$ cat config.mk
export PLATFORM = sky130hd
export DESIGN_NAME = sock_irq_unit
export DESIGN_NICKNAME = d
export VERILOG_FILES = /design/src/rtl/sock_irq_pkg.sv /design/src/rtl/irq_flag_bank.sv /design/src/rtl/irq_reg_if.sv /design/src/rtl/irq_router.sv /design/src/rtl/sock_irq_unit.sv
export SDC_FILE = /design/constraint.sdc
export NUM_CORES = 1
export LEC_CHECK = 0
export CORE_MARGIN = 2
export CORE_UTILIZATION = 42
export CTS_CLUSTER_DIAMETER = 40
export DETAILED_ROUTE_END_ITERATION = 10
export PLACE_DENSITY = 0.75
export SYNTH_ARGS = -nofsm -noshare
export SYNTH_HDL_FRONTEND = slang
export SYNTH_SLANG_ARGS = --single-unit
$ cat constraint.sdc
create_clock -name clk -period 1.1 [get_ports clk]
set_input_delay 0.33 -clock clk [delete_from_list [all_inputs] [get_ports clk]]
set_output_delay 0.33 -clock clk [all_outputs]
set_load 0.03 [all_outputs]
$ cat src/rtl/sock_irq_pkg.sv
package sock_irq_pkg;

    // register addresses
    localparam int unsigned REG_LFLAG = 0;
    localparam int unsigned REG_LMASK = 1;
    localparam int unsigned REG_NFLAG = 2;
    localparam int unsigned REG_NMASK = 3;
    localparam int unsigned REG_CTRL  = 4;

    // control register bit positions
    localparam int unsigned CTRL_TIE     = 0;
    localparam int unsigned CTRL_CLRMODE = 2;
    localparam int unsigned CTRL_FUNC    = 7;

    typedef enum logic {
        CLR_ON_READ = 1'b0,
        CLR_ON_W1   = 1'b1
    } clr_mode_e;

endpackage

$ cat src/rtl/irq_flag_bank.sv
module irq_flag_bank #(
    parameter int unsigned W      = 4,
    parameter bit          HAS_RC = 1'b1
) (
    input  logic         clk,
    input  logic         rst_n,
    input  logic [W-1:0] set_i,
    input  logic         w1c_i,
    input  logic [W-1:0] w1c_bits_i,
    input  logic         rc_i,
    output logic [W-1:0] flags_o
);

    typedef struct packed {
        logic [W-1:0] flags;
    } bank_t;

    bank_t        s_d, s_q;
    logic [W-1:0] rc_clr;
    logic [W-1:0] clr;

    generate
        if (HAS_RC) begin : g_rc
            // a read clears only what it returned: the current flag value
            assign rc_clr = rc_i ? s_q.flags : '0;
        end else begin : g_no_rc
            logic unused_rc;
            assign unused_rc = rc_i;
            assign rc_clr    = '0;
        end
    endgenerate

    always_comb begin
        s_d       = s_q;
        clr       = (w1c_i ? w1c_bits_i : '0) | rc_clr;
        // set is applied after clear so a coincident event survives
        s_d.flags = (s_q.flags & ~clr) | set_i;
    end

    always_ff @(posedge clk or negedge rst_n) begin
        if (!rst_n) s_q <= '0;
        else        s_q <= s_d;
    end

    assign flags_o = s_q.flags;

endmodule

$ cat src/rtl/irq_reg_if.sv
module irq_reg_if
    import sock_irq_pkg::*;
#(
    parameter int unsigned NL = 4,
    parameter int unsigned NN = 4,
    parameter int unsigned DW = 8,
    parameter int unsigned AW = 3
) (
    input  logic          clk,
    input  logic          rst_n,
    input  logic          rd_en,
    input  logic          wr_en,
    input  logic [AW-1:0] addr,
    input  logic [DW-1:0] wdata,
    input  logic [NL-1:0] leg_flags,
    input  logic [NN-1:0] new_flags,
    input  logic          card_func,
    output logic [DW-1:0] rdata,
    output logic [NL-1:0] leg_mask,
    output logic [NN-1:0] new_mask,
    output logic          tie,
    output logic          clr_w1,
    output logic          leg_w1c,
    output logic          leg_rc,
    output logic          new_w1c
);

    typedef struct packed {
        logic [NL-1:0] lmask;
        logic [NN-1:0] nmask;
        logic          tie;
        clr_mode_e     mode;
        logic [DW-1:0] rdata;
    } regs_t;

    regs_t         r_d, r_q;
    logic [DW-1:0] rd_val;
    logic          hit_lflag, hit_lmask, hit_nflag, hit_nmask, hit_ctrl;
    logic          unused_wbits;

    assign unused_wbits = ^wdata;

    always_comb begin
        hit_lflag = (addr == AW'(REG_LFLAG));
        hit_lmask = (addr == AW'(REG_LMASK));
        hit_nflag = (addr == AW'(REG_NFLAG));
        hit_nmask = (addr == AW'(REG_NMASK));
        hit_ctrl  = (addr == AW'(REG_CTRL));
    end

    // read multiplexer, zero-extended
    always_comb begin
        rd_val = '0;
        if (hit_lflag) rd_val[NL-1:0] = leg_flags;
        if (hit_lmask) rd_val[NL-1:0] = r_q.lmask;
        if (hit_nflag) rd_val[NN-1:0] = new_flags;
        if (hit_nmask) rd_val[NN-1:0] = r_q.nmask;
        if (hit_ctrl) begin
            rd_val[CTRL_TIE]     = r_q.tie;
            rd_val[CTRL_CLRMODE] = r_q.mode;
            rd_val[CTRL_FUNC]    = card_func;
        end
    end

    always_comb begin
        r_d = r_q;
        if (rd_en) r_d.rdata = rd_val;
        if (wr_en) begin
            if (hit_lmask) r_d.lmask = wdata[NL-1:0];
            if (hit_nmask) r_d.nmask = wdata[NN-1:0];
            if (hit_ctrl) begin
                r_d.tie  = wdata[CTRL_TIE];
                r_d.mode = clr_mode_e'(wdata[CTRL_CLRMODE]);
            end
        end
    end

    // clear strobes toward the flag banks
    always_comb begin
        leg_w1c = wr_en && hit_lflag && (r_q.mode == CLR_ON_W1);
        leg_rc  = rd_en && hit_lflag && (r_q.mode == CLR_ON_READ);
        new_w1c = wr_en && hit_nflag;
    end

    always_ff @(posedge clk or negedge rst_n) begin
        if (!rst_n) begin
            r_q      <= '0;
            r_q.mode <= CLR_ON_READ;
        end else begin
            r_q <= r_d;
        end
    end

    assign rdata    = r_q.rdata;
    assign leg_mask = r_q.lmask;
    assign new_mask = r_q.nmask;
    assign tie      = r_q.tie;
    assign clr_w1   = (r_q.mode == CLR_ON_W1);

endmodule

$ cat src/rtl/irq_router.sv
module irq_router #(
    parameter int unsigned NL = 4,
    parameter int unsigned NN = 4
) (
    input  logic [NL-1:0] leg_flags,
    input  logic [NL-1:0] leg_mask,
    input  logic [NN-1:0] new_flags,
    input  logic [NN-1:0] new_mask,
    input  logic          tie,
    input  logic          card_func,
    output logic          csc_irq,
    output logic          func_irq
);

    logic csc_any;

    always_comb begin
        csc_any  = (|(leg_flags & leg_mask)) | (|(new_flags & new_mask));
        csc_irq  = csc_any & ~tie;
        func_irq = card_func | (csc_any & tie);
    end

endmodule

$ cat src/rtl/sock_irq_unit.sv
module sock_irq_unit #(
    parameter int unsigned N_LEG = 3,
    parameter int unsigned N_NEW = 4,
    parameter int unsigned DW    = 8,
    parameter int unsigned AW    = 3
) (
    input  logic             clk,
    input  logic             rst_n,
    input  logic [N_LEG-1:0] leg_evt,
    input  logic             pwr_done,
    input  logic [N_NEW-1:0] new_evt,
    input  logic             card_func,
    input  logic             rd_en,
    input  logic             wr_en,
    input  logic [AW-1:0]    addr,
    input  logic [DW-1:0]    wdata,
    output logic [DW-1:0]    rdata,
    output logic             csc_irq,
    output logic             func_irq
);

    localparam int unsigned NL = N_LEG + 1;  // power-up-complete is the top bit
    localparam int unsigned NN = N_NEW;

    logic [NL-1:0] leg_set, leg_flags, leg_mask;
    logic [NN-1:0] new_flags, new_mask;
    logic          tie, clr_w1, leg_w1c, leg_rc, new_w1c;
    logic          unused_mode;

    assign leg_set     = {pwr_done, leg_evt};
    assign unused_mode = clr_w1;

    irq_reg_if #(.NL(NL), .NN(NN), .DW(DW), .AW(AW)) u_regs (
        .clk       (clk),
        .rst_n     (rst_n),
        .rd_en     (rd_en),
        .wr_en     (wr_en),
        .addr      (addr),
        .wdata     (wdata),
        .leg_flags (leg_flags),
        .new_flags (new_flags),
        .card_func (card_func),
        .rdata     (rdata),
        .leg_mask  (leg_mask),
        .new_mask  (new_mask),
        .tie       (tie),
        .clr_w1    (clr_w1),
        .leg_w1c   (leg_w1c),
        .leg_rc    (leg_rc),
        .new_w1c   (new_w1c)
    );

    irq_flag_bank #(.W(NL), .HAS_RC(1'b1)) u_leg_bank (
        .clk        (clk),
        .rst_n      (rst_n),
        .set_i      (leg_set),
        .w1c_i      (leg_w1c),
        .w1c_bits_i (wdata[NL-1:0]),
        .rc_i       (leg_rc),
        .flags_o    (leg_flags)
    );

    irq_flag_bank #(.W(NN), .HAS_RC(1'b0)) u_new_bank (
        .clk        (clk),
        .rst_n      (rst_n),
        .set_i      (new_evt),
        .w1c_i      (new_w1c),
        .w1c_bits_i (wdata[NN-1:0]),
        .rc_i       (1'b0),
        .flags_o    (new_flags)
    );

    irq_router #(.NL(NL), .NN(NN)) u_route (
        .leg_flags (leg_flags),
        .leg_mask  (leg_mask),
        .new_flags (new_flags),
        .new_mask  (new_mask),
        .tie       (tie),
        .card_func (card_func),
        .csc_irq   (csc_irq),
        .func_irq  (func_irq)
    );

endmodule

* Word-level counts from Yosys, hierarchy flattened
Cells that the tools add are included.
** Word-level totals
- Word-level logic and storage cells :: 47
- Input port bits :: 24
- Register bits :: 23
** Cells by class
- Muxes and demuxes :: 10
- Reductions and logical operators :: 11
- Bitwise logic cells :: 15
- Equality and inequality tests :: 4
** Operator list (number)
- two-way mux 4 bit :: 7
- bitwise AND 4 bit :: 4
- OR 4 bit :: 3
- NOT 4 bit :: 2
- OR reduction 4 bit :: 2
- equality test 3 x 2 -> 1 bit, second input constant :: 2
- AND reduction 2 bit :: 3
- logical AND 1 bit :: 5
- equality test 3 x 1 -> 1 bit, second input constant :: 1
- equality test 3 bit, second input constant :: 1
- logical NOT 3 bit :: 1
- two-way mux 1 bit :: 3
- bitwise AND 1 bit :: 2
- NOT 1 bit :: 2
- OR 1 bit :: 2

* Depth between registers and ports, before layout
Gate-level depths: netlist (run 1).
- Word-level depth :: 8
- Depth in mapped cells :: 5

* Cells and area by module
Synthesis (run 1) repeated with hierarchy kept, for this count alone.
** Second synthesis, totals
- Cell total of the unflattened synthesis :: 99
- Area total of the unflattened synthesis :: 1161.1 µm²
** By module, submodules not included
- irq_reg_if :: area each 808.3 µm², seq. area each 375.4 µm², instances 1, cells an instance 66
- irq_flag_bank at u_leg_bank :: area each 153.9 µm², seq. area each 100.1 µm², instances 1, cells an instance 13
- irq_flag_bank at u_new_bank :: area each 145.1 µm², seq. area each 100.1 µm², instances 1, cells an instance 12
- irq_router :: area each 50.0 µm², seq. area each 0.0 µm², instances 1, cells an instance 7
- sock_irq_unit :: area each 3.8 µm², seq. area each 0.0 µm², instances 1, cells an instance 1

* Worst setup path before layout (run 1)
No wires, ideal clock.
- Kind :: reg2out
- Start point :: reg u_regs.r_q, in the netlist u_regs.leg_mask[2]
- End point :: out csc_irq
- Slack :: -217 ps
- Stages on the path, launching flop included :: 4
- Data arrival time :: 987 ps
- Path buffers :: 0
- Path through :: dfrtp_1 -> a22oi_1 -> nand4_1 -> nor2b_1
** Between the ends
- Word-level cells in the longest chain between the ends :: 4
** Ends and longest elaborated chain
- from (decl) :: line irq_reg_if.sv:36 : regs_t r_d, r_q;
- from (signal assigned) :: line irq_reg_if.sv:90 : r_q <= r_d;
- bitwise AND 4 bit :: line irq_router.sv:18 : csc_any = (|(leg_flags & leg_mask)) | (|(new_flags & new_mask));
- OR reduction 4 bit :: line irq_router.sv:18
- OR 1 bit :: line irq_router.sv:18
- bitwise AND 1 bit :: line irq_router.sv:19 : csc_irq = csc_any & ~tie;
- to (decl) :: line sock_irq_unit.sv:18 : output logic csc_irq,
Every way passes these cells.

* Worst setup path in the final report (run 1)
- Start point :: reg u_regs.r_q, in the netlist u_regs.new_mask[2]
- End point :: out func_irq
** Between the ends
- Word-level cells in the longest chain between the ends :: 5
** Ends and longest elaborated chain
- bitwise AND 4 bit :: line irq_router.sv:18
- OR reduction 4 bit :: line irq_router.sv:18
- OR 1 bit :: line irq_router.sv:18
- bitwise AND 1 bit :: line irq_router.sv:20 : func_irq = card_func | (csc_any & tie);
- OR 1 bit :: line irq_router.sv:20
- to (decl) :: line sock_irq_unit.sv:19 : output logic func_irq
Every way passes these cells.

==> results.txt, run 1 <==
Synth area leader: dfrtp_1
fin area: 1840 um^2
Area contributors post-synth: dfrtp_1 (49%), mux2_2 (9.6%), nand2_1 (4.2%)
first-pass GRT wire length: 4940 um
commonest non-fill, non-tap cell in the layout: dfrtp_1
max-cap violation count: 0
Fin Hold WS: 331 ps
largest family of logic cells by synthesized area: multiplexers
DRC errors left: 0
status: complete, but fails checks
Total GRT Usage: 0.208
Clock Path Buffers: 2
CP Launch Type: flop
Post-DP Area: 1660 um^2
top layer used by detailed routing: met4
CTS Sinks: 23
post-route clock period utilization: 1.67
RR Endpoint: u_regs.rdata[3]
vias per cell: 5.42
Core Area: 2690 um^2
Setup WS post-layout: -737 ps
number of buffers created by CTS: 3
Clock Latency Late Sink: 330 ps
asr flop ratio synth: 1.00
Worst setup EP type: primary output
DRT Wirelength: 3150 um
VDD IR max: 0.915 mV
Tmin final: 1840 ps
Slowest cell on crit path: dfrtp_1
crit-path cells: a22oi_2 -> nand4_1 -> a21o_2 -> buf_6
largest net degree at the start of global routing: 24
max incr delay on CP: 420 ps
Worst-path clk slew: 130 ps
WS Path Type: reg -> out
xor/xnor cell area share of the yosys netlist: 0
yosys warns: 0
vias in the first global route: 1042
Worst EP required: 770 ps
chip width: 56.7 um
Starting Density: 0.435
crit-path max FO: 2
simple-gate share of the synthesized area: 0.150
fin nets: 185
hold crit path type: in -> async
area grow syn2layout: 57.2%
Final Wtd Congestion: 0.821
DRT iter0 DRCs: 14
setup slack after placement: -737 ps
Worst Path Arrival: 1510 ps
Util after Layout: 0.683
cell area power density: 1240 nW/um^2
Final Setup Violations: 9
io pins: 34
post-synthesis mux area share: 0.152
DIE AREA: 3220 um^2
synthesized area: 1170 um^2
Compound-Gate Fraction of Synth Area: 0.147
first-pass detailed-route iteration total: 4
EDFF count, synth: 0
clk_skew: 1.18 ps
DP Wirelength: 2220 um
top_reg_cell synth: dfrtp_1
port bufs: 26
sequential share of the synthesized area: 0.493
failing checks: setup timing
grt total ovfl: 0
share of cells above drive strength 1: 0.463
CTS tree: done
wire per inst: 16.5 um
ANT cells: 0
Setup crit start: u_regs.new_mask[2]
root buf cell: clkbuf_4
row count: 19
Cell variety after synth: 30
met2 routed WL: 1670 um
H-tree levels: 1
reg-to-reg setup timing slack: -150 ps
die height: 56.7 um
most frequent cells in the layout: dfrtp_1 (23), buf_4 (20), buf_6 (18)
R2R Path Start: u_regs.leg_mask[3]
met3 wire length: 157 um
Hold Vio Cnt, Final: 0
flops & latches, synth: 23
Synth Area in Adders: 0
antenna violations before repair: 0
R2R depth: 4
final count of pins violating max slew: 0
syn avg cell area: 11.7 um^2
post-synth top area share: 0.493
Leak Pwr: 0.810 nW
post-synthesis instance total: 100
Max Freq: 544 MHz
DRT antenna net count: 0
RSZ-0062 raised after global routing: true
M1 WL: 1270 um
vias: 1035
-- power by group --
| part | switching [mW] | internal (mW) |
|---|---|---|
| logic | 0.331 | 0.489 |
| registers | 0.0855 | 0.955 |
| clock network | 0.284 | 0.137 |
| total | 0.700 | 1.58 |
-- worst max-delay path by stage --
stage	to	depth (start not counted)
final	func_irq	4
after detailed placement	u_regs.leg_mask[2]	5
after global placement	csc_irq	4
after global routing	func_irq	4
after floorplan	func_irq	3
after CTS	func_irq	4
-- repair_timing --
action | CTS | global route
buffers inserted | 5 | 5
gates resized for setup | 36 | 14
setup endpoints to repair | 30 | 19
pin swaps | 5 | 9
hold buffers | 0 | 0
-- synthesized netlist by cell type (3+ instances only) --
master / instances
nand2_1: 13
o22ai_1: 3
o21ai_0: 4
a22oi_1: 4
buf_4: 3
inv_1: 5
a31o_1: 4
mux2_2: 10
a21o_1: 5
dfrtp_1: 23
-- cells by family after synthesis --
family	after synthesis
AOI/OAI and AO/OA	24
and+or+nand+nor	28
buffers and inverters	10
other	1
muxes	14
DFF	23
-- layer usage --
layer	GRT usage	vias to the layer above
li1	-	477
met1	0.254	506
met2	0.357	44
met3	0.0392	8
met4	0.0850	0
met5	0	-
-- area by class of cell --
type | count | area (um^2)
fill | 197 | 851
multi-input combinational | 69 | 608
sequential | 23 | 576
timing repair buffer | 59 | 567
tap | 31 | 38.8
clock buffer | 3 | 22.5
inverter | 5 | 18.8
clock inverter | 1 | 5.00
-- state kept, by name (all words and copies together), names as in the netlist --
register,cells
u_leg_bank.flags_o,4
u_new_bank.flags_o,4
u_regs.clr_w1,1
u_regs.leg_mask,4
u_regs.new_mask,4
u_regs.rdata,5
u_regs.tie,1
-- metrics by stage --
stage	total power [mW]	TNS [ps]	std cells
2_1_floorplan	1.39	-677	102
3_3_place_gp	1.72	-14960	181
3_5_place_dp	1.74	-15220	181
4_1_cts	2.23	-2180	189
5_1_grt	2.38	-2650	191
6_report	2.28	-2260	191
-- critical path, delay by kind of cell (launching register included) --
kind	cells	cell delay (ps)
buffers and inverters	1	130
flip-flops	1	420
AND/OR/NAND/NOR	1	180
AO/OA/AOI/OAI	2	440
No activity file was read; power rests on OpenSTA's default activity.
==> inputs of run 2 (changes only) <==
RECOVER_POWER = 50   (was default)
==> run 2 against run 1 <==
The run still ends with setup timing left. Clock power is essentially flat. Wire length grew 0.54%. First-iteration DRC count grew 7.1%. Maximum frequency shrank 0.25%. Utilization shrank 0.56 points. Worst hold slack gained 140 ps. Worst setup slack lost 4.5 ps. Sequential power is essentially flat. Global-route usage is the same. Sequential cell count is the same. Clock-buffer cell count is the same. Via count shrank 1.3%. Critical path type unchanged.
==> results.txt, run 2 (same netlist as run 1, synthesis figures left out) <==
root buf cell: clkbuf_4 (unchanged)
Clock Latency Late Sink: 330 ps (about the same)
crit-path max FO: 2 (unchanged)
post-route clock period utilization: 1.67 (about the same)
Flop pwr share: 0.457 (was 0.456)
vias per cell: 5.35 (was 5.42)
DRT iter0 DRCs: 15 (was 14)
failing checks: setup timing (unchanged)
die height: 56.7 um (unchanged)
status: complete, but fails checks (unchanged)
DRC errors left: 0 (unchanged)
row count: 19 (unchanged)
Worst setup EP type: primary output (unchanged)
Worst Path Arrival: 1510 ps (about the same)
Max Freq: 543 MHz (was 544 MHz)
largest net degree at the start of global routing: 24 (unchanged)
io pins: 34 (unchanged)
R2R depth: 4 (unchanged)
GR Util met3: 0.0392 (unchanged)
Worst Tran Pin Value: 586 ps
area grow syn2layout: 55.9% (was 57.2%)
max-cap violation count: 0 (unchanged)
DP Wirelength: 2220 um (unchanged)
vias: 1022 (was 1035)
Clock Power Share: 0.185 (was 0.184)
met2 Use GR: 0.357 (unchanged)
busiest layer in global routing: met2 (unchanged)
hold crit path type: in -> reg (was in -> async)
Total GRT Usage: 0.208 (unchanged)
max FFs per register: 5 (unchanged)
GRT met1 Usage: 0.254 (unchanged)
clk_skew: 1.50 ps (was 1.18 ps)
port bufs: 26 (unchanged)
multi-input combinational cell area: 608 um^2 (unchanged)
Slew HR: 0.609
ANT cells: 0 (unchanged)
chip width: 56.7 um (unchanged)
vias in the first global route: 1042 (unchanged)
number of buffers created by CTS: 3 (unchanged)
final count of pins violating max slew: 0 (unchanged)
most frequent cells in the layout: dfrtp_1 (23), buf_4 (20), buf_6 (18) (unchanged)
reg-to-reg setup timing slack: -150 ps (about the same)
Internal: 1.57 mW (was 1.58 mW)
Clock Path Buffers: 2 (unchanged)
CTS tree: done (unchanged)
Tmin final: 1840 ps (about the same)
CTS Sinks: 23 (unchanged)
hold depth: 3
Final Setup Violations: 9 (unchanged)
Final TNS setup: -2280 ps (was -2260 ps)
Leak Pwr: 0.805 nW (was 0.810 nW)
Worst Hold Path EP: u_regs.rdata[1]
CP Launch Type: flop (unchanged)
fill cell count: 199 (was 197)
Core Area: 2690 um^2 (unchanged)
RSZ-0062 raised after global routing: true (unchanged)
power share of the combinational group: 0.357 (was 0.360)
switch share: 0.309 (was 0.307)
crit-path cells: a22oi_2 -> nand4_1 -> a21o_2 -> buf_6 (unchanged)
Slowest cell on crit path: dfrtp_1 (unchanged)
Hold Vio Cnt, Final: 0 (unchanged)
VDD IR max: 0.916 mV (was 0.915 mV)
DRT antenna net count: 0 (unchanged)
cell area power density: 1250 nW/um^2 (was 1240 nW/um^2)
Starting Density: 0.435 (unchanged)
share of cells above drive strength 1: 0.463 (unchanged)
R2R Path Start: u_regs.leg_mask[3] (unchanged)
Setup WS post-layout: -741 ps (was -737 ps)
Util after Layout: 0.678 (was 0.683)
wire per inst: 16.6 um (was 16.5 um)
WS Path Type: reg -> out (unchanged)
area occupied by registers: 576 um^2 (unchanged)
Sw Pwr: 0.703 mW (was 0.700 mW)
H-tree levels: 1 (unchanged)
DIE AREA: 3220 um^2 (unchanged)
hold path startpoint: rd_en
commonest non-fill, non-tap cell in the layout: dfrtp_1 (unchanged)
fin nets: 185 (unchanged)
Worst-path clk slew: 130 ps (about the same)
DRT Wirelength: 3160 um (was 3150 um)
RR Endpoint: u_regs.rdata[3] (unchanged)
antenna violations before repair: 0 (unchanged)
Tot Pwr: 2.28 mW (about the same)
max incr delay on CP: 420 ps (about the same)
grt total ovfl: 0 (unchanged)
Worst EP required: 770 ps (about the same)
Setup crit start: u_regs.new_mask[2] (unchanged)
first-pass detailed-route iteration total: 4 (unchanged)
Final Wtd Congestion: 0.821 (unchanged)
first-pass GRT wire length: 4940 um (unchanged)
run 2: changes by cell type in the layout (fill, tap and decap cells not counted), sizes merged:
cell / previous run / this run
clkdlybuf4s50: 14 / 13
dlygate4sd3: 0 / 1
buf: 43 / 42
clkbuf: 3 / 4
run 2: power by group through the flow:
stage | combinational (mW) | clock, mW | sequential [mW]
floorplan | 0.313 | 0 | 1.07
global placement | 0.683 | 0 | 1.03
detailed placement | 0.701 | 0 | 1.03
CTS | 0.775 | 0.425 | 1.03
global route | 0.866 | 0.453 | 1.05
finish | 0.813 | 0.422 | 1.04
run 2: cell type report:
cell class                 count  area share
inverter                       5      0.0103
clock inverter                 1     0.00275
sequential                    23       0.316
clock buffer                   3      0.0124
multi-input combinational     69       0.334
timing repair buffer          59       0.303
tap                           31      0.0213
run 2: worst max-delay path by stage:
stage | slack, ps | cells after the start | endpoint
6_report | -740 | 4 | func_irq
2_1_floorplan | -140 | 3 | func_irq
3_3_place_gp | -690 | 4 | csc_irq
4_1_cts | -670 | 4 | func_irq
5_1_grt | -800 | 4 | func_irq
3_5_place_dp | -740 | 5 | u_regs.leg_mask[2]
run 2: worst max-delay path: cells and delay by family (launching register included):
kind | cells | cell delay (ps)
flops | 1 | 420
compound gates | 2 | 440
buf+inv | 1 | 130
simple gates | 1 | 180
run 2: through the flow:
| stage | hold slack, ps | area, um^2 | cells | worst slack, ps |
|---|---|---|---|---|
| after floorplan | 34.4 | 1220 | 102 | -141 |
| final | 468 | 1820 | 191 | -741 |
| after detailed placement | 511 | 1660 | 181 | -737 |
| after global routing | 480 | 1820 | 191 | -803 |
| after global placement | 502 | 1660 | 181 | -691 |
| after CTS | 340 | 1790 | 189 | -673 |
run 2: timing repair:
item,CTS,global route
gates resized for setup,36,14
buffers inserted,5,5
hold buffers,0,0
pin swaps,5,9
endpoints found under the hold margin,0,0
endpoints found under the setup margin,30,19
run 2: routing by layer:
layer  up-vias  part of all wire
met4         0             0.020
li1        475                 -
met5         -                 0
met1       495              0.40
met3         9             0.055
met2        43              0.52
